## src/rtl/dws_pkg.sv

```systemverilog
package dws_pkg;

  localparam int unsigned DEF_RUN_LEN  = 50;
  localparam int unsigned DEF_CODE_W   = 16;
  localparam logic [15:0] DEF_SEL_CODE = 16'h79E7;

  typedef enum logic [1:0] {
    LS_SCAN     = 2'd0,
    LS_WAIT_RST = 2'd1,
    LS_READY    = 2'd2
  } link_state_e;

  // Next value of a saturating run-of-ones counter.
  function automatic int unsigned run_step(input int unsigned cur,
                                           input logic        bit_in,
                                           input int unsigned cap);
    if (!bit_in)     return 0;
    if (cur >= cap)  return cap;
    return cur + 1;
  endfunction

  // True when this sample is the one that completes a full run.
  function automatic logic run_completes(input int unsigned cur,
                                         input logic        bit_in,
                                         input int unsigned cap);
    return bit_in && (cur + 1 == cap);
  endfunction

endpackage

```

## src/rtl/dws_run_detect.sv

```systemverilog
module dws_run_detect #(
  parameter int unsigned RUN_LEN = dws_pkg::DEF_RUN_LEN
) (
  input  logic clk_i,
  input  logic rst_i,
  input  logic dio_i,
  output logic evt_o,
  output logic pulse_o
);
  localparam int unsigned CNT_W = $clog2(RUN_LEN + 1);

  logic [CNT_W-1:0] run_q, run_d;
  logic             pulse_q;

  always_comb begin
    run_d = CNT_W'(dws_pkg::run_step(32'(run_q), dio_i, RUN_LEN));
    evt_o = dws_pkg::run_completes(32'(run_q), dio_i, RUN_LEN);
  end

  always_ff @(posedge clk_i) begin
    if (rst_i) begin
      run_q   <= '0;
      pulse_q <= 1'b0;
    end else begin
      run_q   <= run_d;
      pulse_q <= evt_o;
    end
  end

  assign pulse_o = pulse_q;

  p_reset_quiet_r1: assert property (@(posedge clk_i)
    rst_i |=> !pulse_o);

  p_single_pulse_r2: assert property (@(posedge clk_i) disable iff (rst_i)
    pulse_o |=> !pulse_o);

  p_pulse_after_one_r2: assert property (@(posedge clk_i) disable iff (rst_i)
    pulse_o |-> $past(dio_i));

  p_run_bounded_r9: assert property (@(posedge clk_i) disable iff (rst_i)
    $past(pulse_o) && $past(dio_i) |-> !pulse_o);

endmodule

```

## src/rtl/dws_pattern.sv

```systemverilog
module dws_pattern #(
  parameter int unsigned            CODE_W   = dws_pkg::DEF_CODE_W,
  parameter logic [CODE_W-1:0]      SEL_CODE = dws_pkg::DEF_SEL_CODE
) (
  input  logic clk_i,
  input  logic rst_i,
  input  logic dio_i,
  input  logic arm_i,
  output logic hit_o
);
  logic [CODE_W-1:0] sh_q, sh_d;

  // Bits arrive LSB first: new bit enters at the top and moves down.
  for (genvar i = 0; i < CODE_W; i++) begin : g_stage
    if (i == CODE_W - 1) begin : g_top
      assign sh_d[i] = dio_i;
    end else begin : g_mid
      assign sh_d[i] = sh_q[i+1];
    end
  end

  always_ff @(posedge clk_i) begin
    if (rst_i) sh_q <= '0;
    else       sh_q <= sh_d;
  end

  assign hit_o = arm_i && (sh_d == SEL_CODE);

  p_hit_last_bit_r4: assert property (@(posedge clk_i) disable iff (rst_i)
    hit_o |-> (dio_i == SEL_CODE[CODE_W-1]));

endmodule

```

## src/rtl/dws_mode_ctrl.sv

```systemverilog
module dws_mode_ctrl (
  input  logic clk_i,
  input  logic rst_i,
  input  logic lr_i,
  input  logic hit_i,
  output logic armed_o,
  output logic mode_o,
  output logic ready_o
);
  import dws_pkg::*;

  link_state_e state_q, state_d;
  logic        armed_q, armed_d;

  always_comb begin
    state_d = state_q;
    unique case (state_q)
      LS_SCAN:     if (hit_i) state_d = LS_WAIT_RST;
      LS_WAIT_RST: if (lr_i)  state_d = LS_READY;
      LS_READY:    state_d = LS_READY;
      default:     state_d = LS_SCAN;
    endcase
  end

  always_comb begin
    if (state_q != LS_SCAN) armed_d = 1'b0;
    else if (hit_i)         armed_d = 1'b0;
    else if (lr_i)          armed_d = 1'b1;
    else                    armed_d = armed_q;
  end

  always_ff @(posedge clk_i) begin
    if (rst_i) begin
      state_q <= LS_SCAN;
      armed_q <= 1'b0;
    end else begin
      state_q <= state_d;
      armed_q <= armed_d;
    end
  end

  assign armed_o = armed_q;
  assign mode_o  = (state_q != LS_SCAN);
  assign ready_o = (state_q == LS_READY);

  p_reset_flags_r8: assert property (@(posedge clk_i)
    rst_i |=> (!mode_o && !ready_o && !armed_o));

  p_switch_needs_arm_r5: assert property (@(posedge clk_i) disable iff (rst_i)
    $rose(mode_o) |-> $past(armed_o));

  p_ready_on_reset_r6: assert property (@(posedge clk_i) disable iff (rst_i)
    $rose(ready_o) |-> $past(lr_i) && $past(mode_o));

  p_mode_sticky_r7: assert property (@(posedge clk_i) disable iff (rst_i)
    mode_o |=> mode_o);

  p_ready_sticky_r7: assert property (@(posedge clk_i) disable iff (rst_i)
    ready_o |=> ready_o);

endmodule

```

## src/rtl/dbg_wire_select.sv

```systemverilog
module dbg_wire_select #(
  parameter int unsigned       RUN_LEN  = dws_pkg::DEF_RUN_LEN,
  parameter int unsigned       CODE_W   = dws_pkg::DEF_CODE_W,
  parameter logic [CODE_W-1:0] SEL_CODE = dws_pkg::DEF_SEL_CODE
) (
  input  logic tck_i,
  input  logic rst_i,
  input  logic dio_i,
  output logic wire_mode_o,
  output logic line_rst_o,
  output logic link_ready_o
);
  logic lr_evt;
  logic code_hit;
  logic armed;

  dws_run_detect #(.RUN_LEN(RUN_LEN)) u_run (
    .clk_i   (tck_i),
    .rst_i   (rst_i),
    .dio_i   (dio_i),
    .evt_o   (lr_evt),
    .pulse_o (line_rst_o)
  );

  dws_pattern #(.CODE_W(CODE_W), .SEL_CODE(SEL_CODE)) u_pat (
    .clk_i (tck_i),
    .rst_i (rst_i),
    .dio_i (dio_i),
    .arm_i (armed),
    .hit_o (code_hit)
  );

  dws_mode_ctrl u_ctrl (
    .clk_i   (tck_i),
    .rst_i   (rst_i),
    .lr_i    (lr_evt),
    .hit_i   (code_hit),
    .armed_o (armed),
    .mode_o  (wire_mode_o),
    .ready_o (link_ready_o)
  );

  p_reset_outputs_r1: assert property (@(posedge tck_i)
    rst_i |=> (!wire_mode_o && !link_ready_o && !line_rst_o));

  p_switch_on_code_end_r4: assert property (@(posedge tck_i) disable iff (rst_i)
    $rose(wire_mode_o) |-> ($past(dio_i) == SEL_CODE[CODE_W-1]));

  p_ready_with_pulse_r6: assert property (@(posedge tck_i) disable iff (rst_i)
    $rose(link_ready_o) |-> line_rst_o);

endmodule

```

## config.mk

```make
export PLATFORM = sky130hd
export DESIGN_NAME = dbg_wire_select
export DESIGN_NICKNAME = d
export VERILOG_FILES = /design/src/rtl/dws_pkg.sv /design/src/rtl/dws_run_detect.sv /design/src/rtl/dws_pattern.sv /design/src/rtl/dws_mode_ctrl.sv /design/src/rtl/dbg_wire_select.sv
export SDC_FILE = /design/constraint.sdc
export NUM_CORES = 1
export LEC_CHECK = 0
export CORE_MARGIN = 3
export CORE_UTILIZATION = 30
export DETAILED_ROUTE_END_ITERATION = 6
export DONT_BUFFER_PORTS = 1
export GPL_ROUTABILITY_DRIVEN = 0
export MAX_ROUTING_LAYER = met4
export PLACE_DENSITY = 0.55
export SYNTH_ARGS = -nofsm -noshare
export SYNTH_HDL_FRONTEND = slang
export SYNTH_SLANG_ARGS = --single-unit
```

## constraint.sdc

```tcl
create_clock -name tck_i -period 2.3 [get_ports tck_i]
set_clock_uncertainty 0.2 [all_clocks]
set_input_delay 0.46 -clock tck_i [delete_from_list [all_inputs] [get_ports tck_i]]
set_output_delay 0.46 -clock tck_i [all_outputs]
set_load 0.02 [all_outputs]
```

==> results of run 1 <==
==> layer usage <==
layer | track usage | part of all wire | up-vias
met5 | - | 0 | -
li1 | - | - | 307
met3 | 0.04137 | 0.041 | 2
met2 | 0.1238 | 0.43 | 5
met1 | 0.1028 | 0.51 | 272
met4 | 0.03306 | 0.015 | 0
==> kinds of logic (layout without fill, tap and decap cells) <==
logic type,after synthesis,count (layout)
adder cells (fa/ha/maj),7,7
multiplexers,2,2
XOR/XNOR,3,3
flip-flops,25,25
AND/OR/NAND/NOR,39,39
AO/OA/AOI/OAI,7,7
buffers and inverters,9,12
==> area by class of cell <==
| type | instances | share of cell area |
|---|---|---|
| sequential | 25 | 0.4773 |
| multi-input combinational | 58 | 0.4129 |
| tap | 42 | 0.05012 |
| clock buffer | 4 | 0.02506 |
| inverter | 7 | 0.02506 |
| timing repair buffer | 1 | 0.009546 |
==> sequential cells by signal, indices dropped and copies added (netlist names) <==
register	count
u_ctrl.state_q	2
u_run.run_q	6
u_run.pulse_o	1
u_ctrl.armed_o	1
u_pat.sh_q	15
==> Yosys cell counts <==
master	instances
clkbuf_1	2
or3_1	1
nand2_1	2
nand3_2	1
and4b_1	1
or2b_2	4
o21ai_0	1
mux2i_1	2
nor4bb_1	1
nor2_1	6
and3_1	2
nand2b_1	1
dfxtp_1	25
a21boi_2	1
nand3_1	4
inv_1	7
or4_2	1
o41ai_1	1
a21oi_1	2
ha_1	7
a2111o_1	1
a211oi_1	1
nor2b_1	14
xor2_1	1
xnor2_1	2
nand4b_1	1
==> through the flow <==
| step | utilization | setup WS (ns) | instance area [sq um] | hold WS, ns | cells |
|---|---|---|---|---|---|
| 5_1_grt | 0.3615 | 0.1343 | 1049 | 0.08160 | 137 |
| 3_3_place_gp | 0.3490 | 0.3120 | 1012 | 0.2486 | 132 |
| 6_report | 0.3615 | 0.2513 | 1049 | 0.1036 | 137 |
| 2_1_floorplan | - | 0.3838 | 967.2 | 0.2285 | 92 |
| 4_1_cts | 0.3615 | 0.2446 | 1049 | 0.09397 | 137 |
| 3_5_place_dp | 0.3490 | 0.2818 | 1012 | 0.2470 | 132 |
==> critical path, delay by kind of cell (launching register included) <==
kind | cells | cell delay [ns]
flops | 1 | 0.43
mux | 1 | 0.19
simple gates | 2 | 0.49
compound gates | 2 | 0.67
==> power by group <==
group          internal [uW]  switching (uW)
clock network           67.6             120
logic                   6.40            9.32
registers                437            3.41
==> final timing paths <==
check,startpoint,to,slack (ns)
worst min-delay path,rst_i,u_ctrl.state_q[1],0.10
worst max register to register,u_run.run_q[1],u_ctrl.state_q[1],0.25
worst max-delay path,u_run.run_q[1],u_ctrl.state_q[1],0.25
worst min register to register,u_pat.sh_q[14],u_pat.sh_q[13],0.25
==> results by group, run 1 <==
Run status
  • Run status: finished clean

Logic synthesis
  • Main combinational cell family by area after synthesis: simple AND/OR/NAND/NOR gates
  • Simple-Gate Fraction of Synth Area: 0.2536
  • Post-synthesis mux area share: 0.02070
  • Post-Synthesis Cells: 92
  • Synth Area in Adders: 0.09056
  • Synth warn: 0
  • Syn_area_per_cell: 10.51 sq um
  • Seq cells post-synth: 25
  • Yosys top cell area share: 0.5175
  • Synth area leader: dfxtp_1
  • Sequential share of the synthesized area: 0.5175
  • Synth top area cells: dfxtp_1 (52%), ha_1 (9.1%), nor2b_1 (9.1%), or2b_2 (3.6%), inv_1 (2.7%)
  • Net Count, Synth: 102
  • Syn Std Cell Area: 967.2 sq um
  • Post-synthesis compound-gate area fraction: 0.05563
  • Xor/xnor cell area share of the yosys netlist: 0.02717
  • Number of library cell types mapped by synthesis: 26

Die
  • Initial Utilization: 0.3335
  • IO Pins: 6
  • Die area: 0.003941 sq mm
  • Cell row count: 19
  • Core area: 0.002900 sq mm
  • Die H: 62.78 um
  • Die W: 62.78 um

STA
  • Setup_tns: 0 ns
  • Hold Fails Final Rpt: 0
  • Max-slew violation count: 0
  • Max frequency: 0.4881 GHz
  • Period Utilization, post-route: 0.8907
  • Final setup fails: 0
  • RSZ-0062 raised after global routing: no
  • Final Critical Period: 2.049 ns
  • Worst-Margin Slew: 0.5526 ns
  • Slew HR: 0.6304

Critical path
  • CP max stage cell: a2111o_1
  • Critical Path RT: 2.36 ns
  • Crit. End Element: register
  • Crit path DAT: 2.11 ns
  • Setup Crit Path Kind: reg2reg
  • Delay of the slowest critical-path stage: 0.46 ns
  • Launching element type of the critical path: register
  • Worst R2R Path Depth: 5
  • Peak fanout along the critical path: 5
  • Worst-path cell chain: nand3_2 > or3_1 > a2111o_1 > a21boi_2 > mux2i_1

Global routing
  • Total GRT Usage: 0.08591
  • Gr ovfl total: 0
  • Initial antenna violation count: 0
  • First-pass GRT wire length: 2580 um
  • Vias in the first global route: 604
  • Pin count of the biggest net entering global routing: 17

Clock network
  • Hold-fix buffers, CTS: 1
  • H-tree levels: 1
  • Clock Tree Root: clkbuf_4
  • Cts bufs inserted: 3
  • CTS Buffer Depth: 2
  • CTS tree: done
  • Post-CTS setup buffers: 0
  • Clk_lat worst skew: 0.31 ns
  • Clock transition at the registers of the reported paths: 0.13 ns
  • CTS Sinks: 25
  • CTS resizes: 0

Pwr
  • P_leak: 0.0003972 uW
  • PD cells: 614.4 mW/mm^2
  • Maximum vdd drop: 361.9 uV
  • Final Total Pwr: 644.2 uW

Place
  • Dpl hpwl: 1018 um
  • Port-buffer cells: 0

Route
  • Antenna viol nets, final: 0
  • Vias per cell: 4.277
  • Via count: 586
  • DRC violations left: 0
  • DR WL/cell: 10.47 um
  • DRT Wirelength: 1435 um
  • DR iter-0 viols: 12
  • First-pass detailed-route iteration total: 4

Cells and area
  • Most common cell after layout, fill and taps aside: dfxtp_1
  • Area of the multi-input gates: 432.9 sq um
  • ANT cells: 0
  • FF+latch area: 500.5 sq um
  • Commonest cells after routing, fill and taps aside: dfxtp_1 (25), nor2b_1 (14), inv_1 (7), ha_1 (7), nor2_1 (6)
  • Share of cells above drive strength 1: 0.1053
  • Nets: 106
  • Layout fillers: 316
  • Area delta synth->final: 8.409%

Hold path
  • Worst min path class: in2reg
  • Hold Path Depth: 2

Run
  • Max-Cap Viols: 0
Power figures use the tool's default switching activity.
==> run 2, diff against run 1 <==
CELL_PAD_IN_SITES_DETAIL_PLACEMENT = 1   (was unset)
CELL_PAD_IN_SITES_GLOBAL_PLACEMENT = 1   (was unset)
PLACE_DENSITY = 0.63   (was 0.55)
==> run 2 against run 1 <==
Cell area rose by 0.36%. Largest power group unchanged. Core utilization rose by 0.13 points. Fmax fell by 1.4%. Sequential cell count did not move. Register-to-register slack got worse by 0.03 ns. Routed wire length rose by 12%.
==> results by group, run 2 (same netlist as run 1, synthesis figures left out) <==
Global routing
  • Total GRT Usage: 0.1007
  • Initial antenna violation count: 0
  • Vias in the first global route: 630
  • Gr ovfl total: 0
  • Pin count of the biggest net entering global routing: 17
  • First-pass GRT wire length: 2994 um

Critical path
  • Delay of the slowest critical-path stage: 0.46 ns
  • CP max stage cell: a2111o_1
  • Worst R2R Path Depth: 5
  • Buffers plus inverters on the worst setup path: 0
  • CP delay by family, top: compound AO/OA/AOI/OAI gates
  • Peak fanout along the critical path: 5
  • Launching element type of the critical path: register
  • Worst-path cell chain: nand3_2 > or3_1 > a2111o_1 > a21boi_2 > mux2i_1
  • Crit path DAT: 2.13 ns
  • CP Depth: 5
  • Critical Path RT: 2.35 ns
  • Setup Crit Path Kind: reg2reg
  • Crit. End Element: register

Die
  • Die W: 62.78 um
  • Core area: 0.002900 sq mm
  • Initial Utilization: 0.3335
  • Cell row count: 19
  • Die area: 0.003941 sq mm
  • Die H: 62.78 um
  • IO Pins: 6

Clock network
  • CTS Buffer Depth: 2
  • CTS tree: done
  • CTS resizes: 0
  • Cts bufs inserted: 3
  • H-tree levels: 1
  • Clk_lat worst skew: 0.31 ns
  • Clock Tree Root: clkbuf_4
  • CTS Sinks: 25
  • Post-CTS setup buffers: 0
  • Clock transition at the registers of the reported paths: 0.13 ns

Cells and area
  • Share of cells above drive strength 1: 0.1158
  • Layout fillers: 351
  • Most common cell after layout, fill and taps aside: dfxtp_1
  • Largest register FFs: 15
  • Core Util, Final: 0.3628
  • Largest regs: u_pat.sh_q (15), u_run.run_q (6), u_ctrl.state_q (2)
  • Top reg by flops: u_pat.sh_q
  • Area delta synth->final: 8.797%
  • Commonest cells after routing, fill and taps aside: dfxtp_1 (25), nor2b_1 (14), inv_1 (7), ha_1 (7), nor2_1 (6)
  • Nets: 106
  • ANT cells: 0

Route
  • DRC violations left: 0
  • Antenna viol nets, final: 0
  • DR iter-0 viols: 12
  • First-pass detailed-route iteration total: 2
  • DRT Wirelength: 1602 um
  • Vias per cell: 4.336
  • Via count: 594
  • DR WL/cell: 11.69 um

Run
  • Max-Cap Viols: 0

Hold path
  • Worst min path class: in2reg
  • Hold Path Depth: 2

STA
  • Max frequency: 0.4811 GHz
  • Hold Fails Final Rpt: 0
  • Final Critical Period: 2.078 ns
  • Setup_tns: 0 ns
  • Final setup fails: 0
  • Worst-Margin Slew: 0.5615 ns
  • RSZ-0062 raised after global routing: no
  • Max-slew violation count: 0
  • Slew HR: 0.6244
  • Period Utilization, post-route: 0.9037

Pwr
  • P_leak: 0.0003961 uW
  • PD cells: 619.5 mW/mm^2
  • Maximum vdd drop: 300.4 uV

Place
  • Port-buffer cells: 0
  • Dpl hpwl: 1186 um

Run status
  • Run status: finished clean
==> run 2: per-stage QoR <==
step,area (sq um),hold slack (ns),power (uW),worst slack (ns),instances
final,1052,0.1174,651.9,0.2215,137
after floorplan,967.2,0.2285,462.3,0.3838,92
after CTS,1052,0.1011,668.6,0.2028,137
after global routing,1052,0.08497,697.2,0.07947,137
after global placement,1012,0.2428,461.3,0.3211,132
after detailed placement,1012,0.2465,461.5,0.2445,132
==> run 2: final timing paths <==
check                 startpoint                 to  slack [ns]
setup reg to reg  u_run.run_q[0]  u_ctrl.state_q[1]        0.22
hold / removal             rst_i  u_ctrl.state_q[0]        0.12
hold reg to reg   u_pat.sh_q[14]     u_pat.sh_q[13]        0.27
setup / recovery  u_run.run_q[0]  u_ctrl.state_q[1]        0.22
==> run 2: area by class of cell <==
type | instances | area [sq um] | area share
clock buffers | 3 | 22.52 | 0.02140
clock inverters | 1 | 7.507 | 0.007134
inverters | 7 | 26.28 | 0.02497
multi-input cells | 58 | 432.9 | 0.4114
flip-flops and latches | 25 | 500.5 | 0.4756
well taps | 42 | 52.55 | 0.04994
repair buffers | 1 | 10.01 | 0.009512
==> run 2: timing repair <==
| action | in CTS | in global routing |
|---|---|---|
| endpoints found under the hold margin | 16 | 0 |
| endpoints found under the setup margin | 0 | 0 |
| hold buffers | 1 | 0 |
==> run 2: layer usage <==
| metal | vias up | GRT usage | routed length (um) | part of all wire |
|---|---|---|---|---|
| met1 | 279 | 0.1249 | 822 | 0.51 |
| met3 | 2 | 0.02878 | 40 | 0.025 |
| met5 | - | - | 0 | 0 |
| met2 | 3 | 0.1451 | 722 | 0.45 |
| li1 | 310 | - | - | - |
| met4 | 0 | 0.05785 | 16 | 0.010 |
==> run 2: where the power goes <==
| group | internal [uW] | leakage, uW | switching (uW) | total, uW |
|---|---|---|---|---|
| Sequential | 438 | 0.000202 | 3.45 | 441 |
| Clock | 66.3 | 0.0000139 | 129 | 195 |
| Combinational | 6.36 | 0.000180 | 9.25 | 15.6 |
==> run 3, diff against run 2 <==
ABC_AREA = 1   (was unset)
PLACE_DENSITY = 0.65   (was 0.63)
==> run 3 against run 2 <==
Critical path depth fell by 2. Clock power barely moved. Sequential power rose by 7.3%. Critical path type is now reg2out. Non-clock buffer count did not move. Synthesized cell count rose by 42%. Fmax rose by 13%. Global-route usage rose by 0.83 points. Worst hold slack got worse by 0.068 ns. Combinational power rose to 13 times the previous value. Area after synthesis rose by 6.5%. Core utilization fell by 0.84 points.
==> results by group, run 3 <==
Run status
  • Run status: finished clean

Logic synthesis
  • Synth warn: 0
  • Asr flop ratio synth: 0
  • Cell with the most instances after synthesis: inv_1
  • Net Count, Synth: 141
  • Top cells by count, synth: inv_1 (31), dfxtp_1 (25), nor2_1 (21)
  • Most used flip-flop cell after synthesis: dfxtp_1
  • EDFF count, synth: 0
  • Synth area leader: dfxtp_1
  • Number of library cell types mapped by synthesis: 20
  • Seq cells post-synth: 25
  • Synth top area cells: dfxtp_1 (49%), inv_1 (11%), ha_1 (8.5%), nor2_1 (7.7%), nand2_1 (5.8%)
  • Sequential share of the synthesized area: 0.4860
  • Post-Synthesis Cells: 131
  • Syn_area_per_cell: 7.861 sq um
  • Yosys top cell area share: 0.4860
  • Syn Std Cell Area: 0.001030 sq mm

Cells and area
  • Largest regs: u_pat.sh_q (15), u_run.run_q (6), u_ctrl.state_q (2)
  • Share of cells above drive strength 1: 0.07463
  • Layout fillers: 403
  • Most common cell after layout, fill and taps aside: inv_1
  • Largest register FFs: 15
  • Area delta synth->final: 8.505%
  • ANT cells: 0
  • Nets: 145
  • Top reg by flops: u_pat.sh_q
  • Commonest cells after routing, fill and taps aside: inv_1 (31), dfxtp_1 (25), nor2_1 (21), nand2_1 (16), nand3_1 (8)

Global routing
  • Initial antenna violation count: 0
  • Total GRT Usage: 0.1090
  • First-pass GRT wire length: 3436 um
  • Pin count of the biggest net entering global routing: 17
  • Gr ovfl total: 0
  • Vias in the first global route: 809

Die
  • Die W: 64.59 um
  • Initial Utilization: 0.3266
  • IO Pins: 6
  • Cell row count: 20
  • Die H: 64.59 um
  • Die area: 0.004171 sq mm
  • Core area: 0.003153 sq mm

Critical path
  • Crit path top cell by count: inv_1
  • CP max stage cell: dfxtp_1
  • Buffers plus inverters on the worst setup path: 2
  • Delay of the slowest critical-path stage: 0.39 ns
  • Launching element type of the critical path: register
  • Crit path DAT: 1.19 ns
  • Setup Crit Path Kind: reg2out
  • Critical Path RT: 1.64 ns
  • Crit. End Element: output port
  • Peak fanout along the critical path: 3
  • CP delay by family, top: flip-flops
  • Worst-path cell chain: inv_1 > ha_1 > inv_1

Clock network
  • Clock transition at the registers of the reported paths: 0.15 ns
  • Cts bufs inserted: 3
  • CTS Buffer Depth: 2
  • Post-CTS setup buffers: 0
  • CTS tree: done
  • H-tree levels: 1
  • CTS resizes: 0
  • Clock Tree Root: clkbuf_4
  • Clk_lat worst skew: 0.32 ns
  • CTS Sinks: 25

Pwr
  • P_leak: 0.0004354 uW
  • PD cells: 786.4 mW/mm^2
  • Maximum vdd drop: 341.5 uV

STA
  • Max-slew violation count: 0
  • Slew HR: 0.6232
  • Setup_tns: 0 ns
  • Final setup fails: 0
  • RSZ-0062 raised after global routing: no
  • Hold_ws: 0.04957 ns
  • Hold Fails Final Rpt: 0
  • Worst-Margin Slew: 0.5633 ns
  • Final Critical Period: 1.847 ns
  • Max frequency: 0.5415 GHz
  • Period Utilization, post-route: 0.8029

Route
  • DRT Wirelength: 1838 um
  • Vias per cell: 4.213
  • First-pass detailed-route iteration total: 4
  • DR WL/cell: 10.33 um
  • DR iter-0 viols: 23
  • Antenna viol nets, final: 0
  • Via count: 750
  • DRC violations left: 0

Place
  • Port-buffer cells: 0
  • Dpl hpwl: 1459 um

Hold path
  • Worst min path class: in2reg

Run
  • Max-Cap Viols: 0
[run 3: cell count changes after synthesis, moves of 2 or more]
cell / previous run / this run
nand2_1: 2 / 16
nand4_1: 0 / 3
xnor2_1: 2 / 0
nor2b_1: 14 / 0
a21oi_1: 2 / 7
nand3_1: 4 / 8
nor2_2: 0 / 2
inv_1: 7 / 31
and3_1: 2 / 0
or2b_2: 4 / 0
nor2_1: 6 / 21
mux2i_1: 2 / 0
[run 3: stage by stage]
step / cell area [sq um] / cells / worst slack [ns] / utilization / total power (uW)
4_1_cts: 1117 / 178 / 0.4371 / 0.3544 / 893.8
6_report: 1117 / 178 / 0.4534 / 0.3544 / 878.7
5_1_grt: 1117 / 178 / 0.3577 / 0.3544 / 947.8
3_5_place_dp: 1077 / 173 / 0.5429 / 0.3417 / 689.3
3_3_place_gp: 1077 / 173 / 0.6539 / 0.3417 / 676.4
2_1_floorplan: 1030 / 131 / 0.7387 / - / 646.0
[run 3: area by class of cell]
cell class	count	area [sq um]	share of cell area
sequential	25	500.5	0.4479
clock inverter	1	7.507	0.006719
tap	44	55.05	0.04927
clock buffer	3	22.52	0.02016
timing repair buffer	1	10.01	0.008959
multi-input combinational	72	401.6	0.3595
inverter	32	120.1	0.1075
[run 3: kinds of logic after synthesis]
family,share of synthesized area
buffers and inverters,0.1239
xor gates and xnor gates,0.008507
adders and majority gates,0.08505
AOI/OAI and AO/OA,0.06440
and+or+nand+nor,0.2321
DFF,0.4860
[run 3: final timing paths]
check                     from           endpoint  slack [ns]  cells past startpoint
max          u_ctrl.state_q[0]        wire_mode_o        0.45                      3
min                      rst_i     u_pat.sh_q[15]        0.05                      1
max reg2reg     u_run.run_q[1]  u_ctrl.state_q[0]        0.55                      8
min reg2reg     u_pat.sh_q[13]     u_pat.sh_q[12]        0.22                      2
[run 3: per-layer routing]
metal,share of wire,GRT usage
met1,0.50,0.1354
met2,0.45,0.1675
met3,0.044,0.04333
met4,0.0098,0.02375
met5,0,-
[run 3: report_power, final]
part / switching [uW] / leakage (uW) / internal [uW]
clock: 132 / 0.0000139 / 66.4
combinational: 139 / 0.000219 / 68.6
sequential: 18.4 / 0.000203 / 455
total: 289 / 0.000435 / 590
[run 3: repair_timing]
action,CTS,global route
setup endpoints to repair,0,0
endpoints found under the hold margin,16,0
hold buffers,1,0
